### src/rtl/kbd_pkg.sv
`timescale 1ns/1ps
package kbd_pkg;

  typedef enum logic [1:0] {
    RESP_NONE   = 2'd0,
    RESP_RESET  = 2'd1,
    RESP_LAYOUT = 2'd2
  } resp_e;

  typedef enum logic [1:0] {
    KIND_PLAIN = 2'b00,
    KIND_CAPS  = 2'b01,
    KIND_NUM   = 2'b10,
    KIND_ALT   = 2'b11
  } key_kind_e;

  localparam logic [7:0] CMD_RESET   = 8'h01;
  localparam logic [7:0] CMD_LAYOUTA = 8'h07;
  localparam logic [7:0] CMD_LEDSET  = 8'h0E;
  localparam logic [7:0] CMD_LAYOUTB = 8'h0F;

  localparam int NUM_LOCKS = 2;

  function automatic logic [1:0] resp_len(resp_e k);
    case (k)
      RESP_RESET:  return 2'd3;
      RESP_LAYOUT: return 2'd2;
      default:     return 2'd0;
    endcase
  endfunction

  function automatic logic [7:0] resp_byte(resp_e k, logic [1:0] idx);
    logic [7:0] b;
    b = 8'h00;
    if (k == RESP_RESET) begin
      case (idx)
        2'd0:    b = 8'hFF;
        2'd1:    b = 8'h04;
        default: b = 8'h7F;
      endcase
    end else if (k == RESP_LAYOUT) begin
      b = (idx == 2'd0) ? 8'hFE : 8'h21;
    end
    return b;
  endfunction

endpackage

### src/rtl/kbd_byte_fifo.sv
`timescale 1ns/1ps
module kbd_byte_fifo #(
  parameter int DEPTH = 16,
  parameter int DW    = 8
) (
  input  logic                         clk,
  input  logic                         rst_n,
  input  logic                         clr,
  input  logic                         push,
  input  logic [DW-1:0]                push_data,
  input  logic                         pop_req,
  output logic [DW-1:0]                head,
  output logic                         not_empty,
  output logic [$clog2(DEPTH+1)-1:0]   fill
);
  localparam int AW = (DEPTH > 1) ? $clog2(DEPTH) : 1;
  localparam int FW = $clog2(DEPTH+1);
  localparam logic [AW-1:0] LAST = AW'(DEPTH - 1);
  localparam logic [FW-1:0] FULL = FW'(DEPTH);

  logic [DW-1:0] mem [DEPTH];
  logic [AW-1:0] rptr, wptr;
  logic [FW-1:0] cnt;
  logic          do_push, do_pop;

  function automatic logic [AW-1:0] bump(logic [AW-1:0] p);
    return (p == LAST) ? '0 : p + AW'(1);
  endfunction

  assign do_push   = push && (clr || (cnt != FULL));
  assign do_pop    = pop_req && (cnt != '0) && !clr;
  assign not_empty = (cnt != '0);
  assign head      = not_empty ? mem[rptr] : '0;
  assign fill      = cnt;

  always_ff @(posedge clk) begin
    if (!rst_n) begin
      rptr <= '0;
      wptr <= '0;
      cnt  <= '0;
    end else if (clr) begin
      rptr <= '0;
      wptr <= push ? bump('0) : '0;
      cnt  <= push ? FW'(1) : '0;
    end else begin
      if (do_push) wptr <= bump(wptr);
      if (do_pop)  rptr <= bump(rptr);
      case ({do_push, do_pop})
        2'b10:   cnt <= cnt + FW'(1);
        2'b01:   cnt <= cnt - FW'(1);
        default: cnt <= cnt;
      endcase
    end
  end

  always_ff @(posedge clk) begin
    if (do_push) begin
      if (clr) mem[0] <= push_data;
      else     mem[wptr] <= push_data;
    end
  end

endmodule

### src/rtl/kbd_cmd_engine.sv
`timescale 1ns/1ps
module kbd_cmd_engine
  import kbd_pkg::*;
(
  input  logic       clk,
  input  logic       rst_n,
  input  logic       tx_en,
  input  logic       cmd_valid,
  output logic       cmd_ready,
  input  logic [7:0] cmd_data,
  output logic       emit_valid,
  output logic       emit_clear,
  output logic [7:0] emit_data,
  output logic       led_pending,
  output logic [7:0] led_byte
);
  resp_e      kind;
  logic [1:0] idx;
  logic       busy;
  logic       led_pend_q;
  logic [7:0] led_q;
  logic       take;

  assign cmd_ready   = !busy;
  assign take        = cmd_valid && !busy && tx_en;
  assign emit_valid  = busy;
  assign emit_clear  = busy && (idx == 2'd0);
  assign emit_data   = resp_byte(kind, idx);
  assign led_pending = led_pend_q;
  assign led_byte    = led_q;

  always_ff @(posedge clk) begin
    if (!rst_n) begin
      busy       <= 1'b0;
      kind       <= RESP_NONE;
      idx        <= 2'd0;
      led_pend_q <= 1'b0;
      led_q      <= 8'h00;
    end else begin
      if (busy) begin
        if (idx == resp_len(kind) - 2'd1) begin
          busy <= 1'b0;
          idx  <= 2'd0;
          kind <= RESP_NONE;
        end else begin
          idx <= idx + 2'd1;
        end
      end
      if (take) begin
        if (led_pend_q) begin
          led_q      <= cmd_data;
          led_pend_q <= 1'b0;
        end else begin
          case (cmd_data)
            CMD_RESET: begin
              busy <= 1'b1;
              kind <= RESP_RESET;
              idx  <= 2'd0;
            end
            CMD_LAYOUTA, CMD_LAYOUTB: begin
              busy <= 1'b1;
              kind <= RESP_LAYOUT;
              idx  <= 2'd0;
            end
            CMD_LEDSET: led_pend_q <= 1'b1;
            default: ;
          endcase
        end
      end
    end
  end

endmodule

### src/rtl/kbd_lock_filter.sv
`timescale 1ns/1ps
module kbd_lock_filter
  import kbd_pkg::*;
(
  input  logic       clk,
  input  logic       rst_n,
  input  logic       ev_fire,
  input  logic [6:0] ev_code,
  input  logic       ev_release,
  input  logic [1:0] ev_kind,
  output logic       ev_pass,
  output logic [7:0] ev_keycode
);
  logic [1:0] mode     [NUM_LOCKS];
  logic [1:0] mode_nxt [NUM_LOCKS];
  logic [NUM_LOCKS-1:0] hit;
  logic [NUM_LOCKS-1:0] drop;

  assign ev_keycode = {ev_release, ev_code};

  for (genvar g = 0; g < NUM_LOCKS; g++) begin : g_lock
    always_comb begin
      hit[g]      = (ev_kind == ((g == 0) ? KIND_CAPS : KIND_NUM));
      mode_nxt[g] = ev_release ? (mode[g] ^ 2'b10) : (mode[g] ^ 2'b01);
      drop[g]     = hit[g] && (ev_release ? (mode_nxt[g] == 2'd3)
                                          : (mode_nxt[g] == 2'd2));
    end

    always_ff @(posedge clk) begin
      if (!rst_n)                mode[g] <= 2'd0;
      else if (ev_fire && hit[g]) mode[g] <= mode_nxt[g];
    end
  end

  assign ev_pass = (drop == '0);

endmodule

### src/rtl/kbd_responder.sv
`timescale 1ns/1ps
module kbd_responder
  import kbd_pkg::*;
#(
  parameter int DEPTH = 16
) (
  input  logic       clk,
  input  logic       rst_n,
  input  logic       tx_en,
  input  logic       cmd_valid,
  output logic       cmd_ready,
  input  logic [7:0] cmd_data,
  input  logic       key_valid,
  output logic       key_ready,
  input  logic [6:0] key_code,
  input  logic       key_release,
  input  logic [1:0] key_kind,
  output logic       rd_valid,
  input  logic       rd_ready,
  output logic [7:0] rd_data,
  output logic [7:0] led_byte
);
  localparam int FW = $clog2(DEPTH+1);

  logic          emit_valid, emit_clear;
  logic [7:0]    emit_data;
  logic          led_pending;
  logic          key_fire, ev_pass;
  logic [7:0]    ev_keycode;
  logic          kh_valid, kh_go;
  logic [7:0]    kh_data;
  logic          q_push, q_clear;
  logic [7:0]    q_data;
  logic [FW-1:0] q_fill;

  kbd_cmd_engine u_cmd (
    .clk         (clk),
    .rst_n       (rst_n),
    .tx_en       (tx_en),
    .cmd_valid   (cmd_valid),
    .cmd_ready   (cmd_ready),
    .cmd_data    (cmd_data),
    .emit_valid  (emit_valid),
    .emit_clear  (emit_clear),
    .emit_data   (emit_data),
    .led_pending (led_pending),
    .led_byte    (led_byte)
  );

  assign kh_go     = kh_valid && !emit_valid;
  assign key_ready = !kh_valid || kh_go;
  assign key_fire  = key_valid && key_ready;

  kbd_lock_filter u_lock (
    .clk        (clk),
    .rst_n      (rst_n),
    .ev_fire    (key_fire),
    .ev_code    (key_code),
    .ev_release (key_release),
    .ev_kind    (key_kind),
    .ev_pass    (ev_pass),
    .ev_keycode (ev_keycode)
  );

  always_ff @(posedge clk) begin
    if (!rst_n) begin
      kh_valid <= 1'b0;
      kh_data  <= 8'h00;
    end else if (key_fire) begin
      kh_valid <= ev_pass;
      kh_data  <= ev_keycode;
    end else if (kh_go) begin
      kh_valid <= 1'b0;
    end
  end

  assign q_clear = emit_clear;
  assign q_push  = emit_valid || kh_go;
  assign q_data  = emit_valid ? emit_data : kh_data;

  kbd_byte_fifo #(.DEPTH(DEPTH), .DW(8)) u_fifo (
    .clk       (clk),
    .rst_n     (rst_n),
    .clr       (q_clear),
    .push      (q_push),
    .push_data (q_data),
    .pop_req   (rd_ready),
    .head      (rd_data),
    .not_empty (rd_valid),
    .fill      (q_fill)
  );

endmodule

### config.mk
export PLATFORM = sky130hd
export DESIGN_NAME = kbd_responder
export DESIGN_NICKNAME = d
export VERILOG_FILES = /design/src/rtl/kbd_pkg.sv /design/src/rtl/kbd_byte_fifo.sv /design/src/rtl/kbd_cmd_engine.sv /design/src/rtl/kbd_lock_filter.sv /design/src/rtl/kbd_responder.sv
export SDC_FILE = /design/constraint.sdc
export NUM_CORES = 1
export LEC_CHECK = 0
export BUFFER_PORTS_ARGS = -buffer_cell sky130_fd_sc_hd__buf_4
export CORE_MARGIN = 3
export CORE_UTILIZATION = 54
export DETAILED_ROUTE_END_ITERATION = 10
export PLACE_DENSITY = 0.75
export RECOVER_POWER = 50
export REMOVE_ABC_BUFFERS = 1
export SETUP_SLACK_MARGIN = 0.4
export SLEW_MARGIN = 20
export SYNTH_ARGS = -nofsm -noshare
export SYNTH_HDL_FRONTEND = slang
export SYNTH_SLANG_ARGS = --single-unit
export TNS_END_PERCENT = 10
### constraint.sdc
create_clock -name clk -period 2.7 [get_ports clk]
set_input_delay 0 -clock clk [delete_from_list [all_inputs] [get_ports clk]]
set_output_delay 0 -clock clk [all_outputs]
set_load 0.05 [all_outputs]
==> flow_metrics.tcl <==
set metrics [dict create \
    gp_congestion 0.827 \
    synth_area_leaders "edfxtp_1 55%, mux4_2 12%, dfxtp_1 11%, nand2_1 3.3%, a21boi_0 1.9%" \
    synth_seq_cells 172 \
    top_layer_used "met4" \
    synth_compound_area_frac 0.0617 \
    p_comb_frac 0.292 \
    status "completed" \
    synth.cell_area_mm2 0.00724 \
    vias_per_cell 5.64 \
    rsz0062_at_grt "yes" \
    arrival_ns 2.89 \
    wl_met1_um 6280 \
    io_pins 43 \
    firstDrtPassIters 4 \
    synth_xor_area_frac 0.0133 \
    clk_pin_slew_worst_paths_ns 0.06 \
    layout_min_cycle_time_ns 2.54 \
    critPathCaptureType "flip-flop" \
    drt_iter0_markers 349 \
    synth-main-ff-cell "edfxtp_1" \
    wl_met2_um 7420 \
    grt.overflow.total 0 \
    synthToLayoutAreaGrowth_pct 23.6 \
    postSynthCellCount 491 \
    wl_per_cell_um 18.7 \
    p_seq_frac 0.403 \
    numClockSinks 172 \
    setup_violations 0 \
    die_width_um 122 \
    dp_cells 710 \
    start_util 0.563 \
    wl_met3_um 701 \
    hold_viol 0 \
    layout.nets 630 \
    hold_class "input pin to flip-flop" \
    multi_input_area_mm2 0.00238 \
    ant_nets 0 \
    max_clock_freq_mhz 394 \
    cts_tree "done" \
    cap_violations 0 \
    synth_top_cell_area_share 0.547 \
    coreArea_mm2 0.0129 \
    antenna_found_initial 0 \
    row_count 41 \
    grt_pass1_wl_um 23600 \
    fin_skew_ns 0.0139 \
    ys_async_sr_fraction 0 \
    clk_path_buf_depth 2 \
    setup_ws_ns 0.159 \
    numPortBuffers 42 \
    swShare 0.297 \
    worst_slew_pin_slew_ns 1.20 \
    drc 0 \
    placed_cell_area_mm2 0.00790 \
    dp_slack_ns 0.0681 \
    min_period_over_period 0.941 \
    max-vdd-ir-drop_mv 0.371 \
    synth_edf_count 132 \
    drt-total-wl_um 14700 \
    yosys.area_share.adder 0.0121 \
    stdcell_count 784 \
    grt_max_degree 29 \
    slew_viol_final 0 \
    grt_pass1_vias 4507 \
    ys_types 48 \
    drive_above_1_share 0.250 \
    synth_mux_area_frac 0.129 \
    synth_top_family_by_area "multiplexers" \
    p_sw_uw 2260 \
    startpoint_type "flip-flop" \
    regArea_mm2 0.00477 \
    clk-insertion-delay-late_ns 0.43 \
    p_int_uw 5350 \
    num_vias 4425 \
    grt_usage 0.213 \
    die-area_mm2 0.0148 \
    cts_buffers 17 \
    synth_top_area_cell "edfxtp_1" \
    p_leak_uw 0.00309 \
    post-dp-hpwl_um 9150 \
    fill_cells 856 \
    die_h_um 122 \
    path_max_fanout 4 \
    crit_required_ns 3.04 \
    final_area_mm2 0.00896 \
    synth-simple-area-share 0.102 \
    cts-root-buf "clkbuf_16" \
    pwr-share-clk 0.305 \
    ys_seq_area_frac 0.658 \
    yosys_warnings 0 \
    antenna_cells 0 \
    slew_headroom 0.199 \
    cts.htree.levels 4 \
    syn_avg_cell_area_um2 14.8 \
    crit_type "flip-flop to flip-flop" \
    p_per_area_mw_per_mm2 849 \
]
[cell families after synthesis]
group | count (synthesis)
buffers and inverters | 38
xor gates and xnor gates | 11
muxes | 43
DFF | 172
AOI/OAI and AO/OA | 70
and+or+nand+nor | 150
adders and majority gates | 7
[final timing paths]
check | cells after the start | slack, ns | from | endpoint
setup / recovery | 11 | 0.16 | u_fifo.fill[2] | u_fifo.fill[4]
hold / removal | 3 | 0.05 | key_kind[1] | u_lock.mode[1][0]
setup reg to reg | 11 | 0.16 | u_fifo.fill[2] | u_fifo.fill[4]
hold reg to reg | 2 | 0.52 | u_fifo.rptr[3] | flip-flop
[metal layers]
metal  vias to the layer above  GRT usage
met4                         0     0.0868
li1                       2089          -
met5                         -          0
met2                       135      0.349
met3                        25     0.0455
met1                      2176      0.280
[Yosys cell counts, drive strengths merged (3+ instances only)]
| library cell | number |
|---|---|
| a21boi | 18 |
| a21oi | 23 |
| a22oi | 3 |
| and2 | 5 |
| buf | 11 |
| clkbuf | 15 |
| dfxtp | 40 |
| edfxtp | 132 |
| ha | 7 |
| inv | 12 |
| mux4 | 40 |
| nand2 | 63 |
| nand2b | 5 |
| nand3 | 3 |
| nor2 | 22 |
| nor2b | 13 |
| nor3 | 15 |
| nor3b | 5 |
| nor4 | 7 |
| nor4b | 5 |
| o21ai | 12 |
| xnor2 | 7 |
| xor2 | 4 |
[registers in the layout, summed over array words and instances (netlist names), named ones only]
| signal | cells |
|---|---|
| u_fifo.mem | 128 |
| kh_data | 8 |
| u_cmd.led_byte | 8 |
| u_fifo.fill | 5 |
| u_fifo.rptr | 4 |
| u_fifo.wptr | 4 |
| u_lock.mode | 4 |
| u_cmd.idx | 2 |
| u_cmd.kind | 2 |
| kh_valid | 1 |
| u_cmd.emit_valid | 1 |
| u_cmd.led_pending | 1 |
[power by group through the flow]
| stage | Clock, uW | Combinational, uW | Sequential, uW |
|---|---|---|---|
| 6_report | 2320 | 2220 | 3070 |
| 5_1_grt | 2470 | 2370 | 3080 |
| 4_1_cts | 2350 | 2160 | 3060 |
| 3_5_place_dp | 0 | 1930 | 3090 |
| 3_3_place_gp | 0 | 1900 | 3080 |
| 2_1_floorplan | 0 | 1290 | 3170 |
[cell usage in the layout, fill, tap and decap left out, types with 15 or more instances in the layout]
master	Yosys	final
clkbuf_16	0	19
dlygate4sd3_1	0	35
mux4_2	40	40
clkbuf_1	13	20
nor3_1	15	15
a21boi_0	18	18
a21oi_1	23	22
nor2_1	21	21
buf_4	0	58
dfxtp_1	40	37
nand2_1	63	63
edfxtp_1	132	132
[repair_timing]
action	in CTS	in global routing
hold buffers	35	0
pin swaps	6	7
cloned	2	1
endpoints found under the hold margin	25	0
resized for setup	14	8
setup buffers	4	0
endpoints found under the setup margin	10	100
[cell type report]
cell class              count  area share
inverters                  12     0.00503
well taps                 172      0.0240
flip-flops and latches    172       0.533
multi-input cells         281       0.265
repair buffers            115       0.109
clock buffers              24      0.0539
clock inverters             8     0.00936
[stage by stage]
stage,setup TNS [ns],hold slack [ns],utilization,power [uW]
floorplan,-15.87,0.116,-,4460
global placement,0,0.259,0.614,4990
detailed placement,0,0.270,0.614,5030
CTS,0,0.0223,0.696,7570
global route,0,0.0500,0.696,7910
finish,0,0.0455,0.696,7610
[worst max-delay path: stages, from the launching register on]
cell      delay, ns
dfxtp_4        0.34
or4_4          0.54
mux2_4         0.34
nand3_4        0.10
inv_2          0.05
ha_4           0.22
and3_4         0.19
a21oi_2        0.11
nor3b_2        0.06
a211oi_1       0.28
nor2_1         0.11
nor3_1         0.13
(Power assumes the default switching activity.)
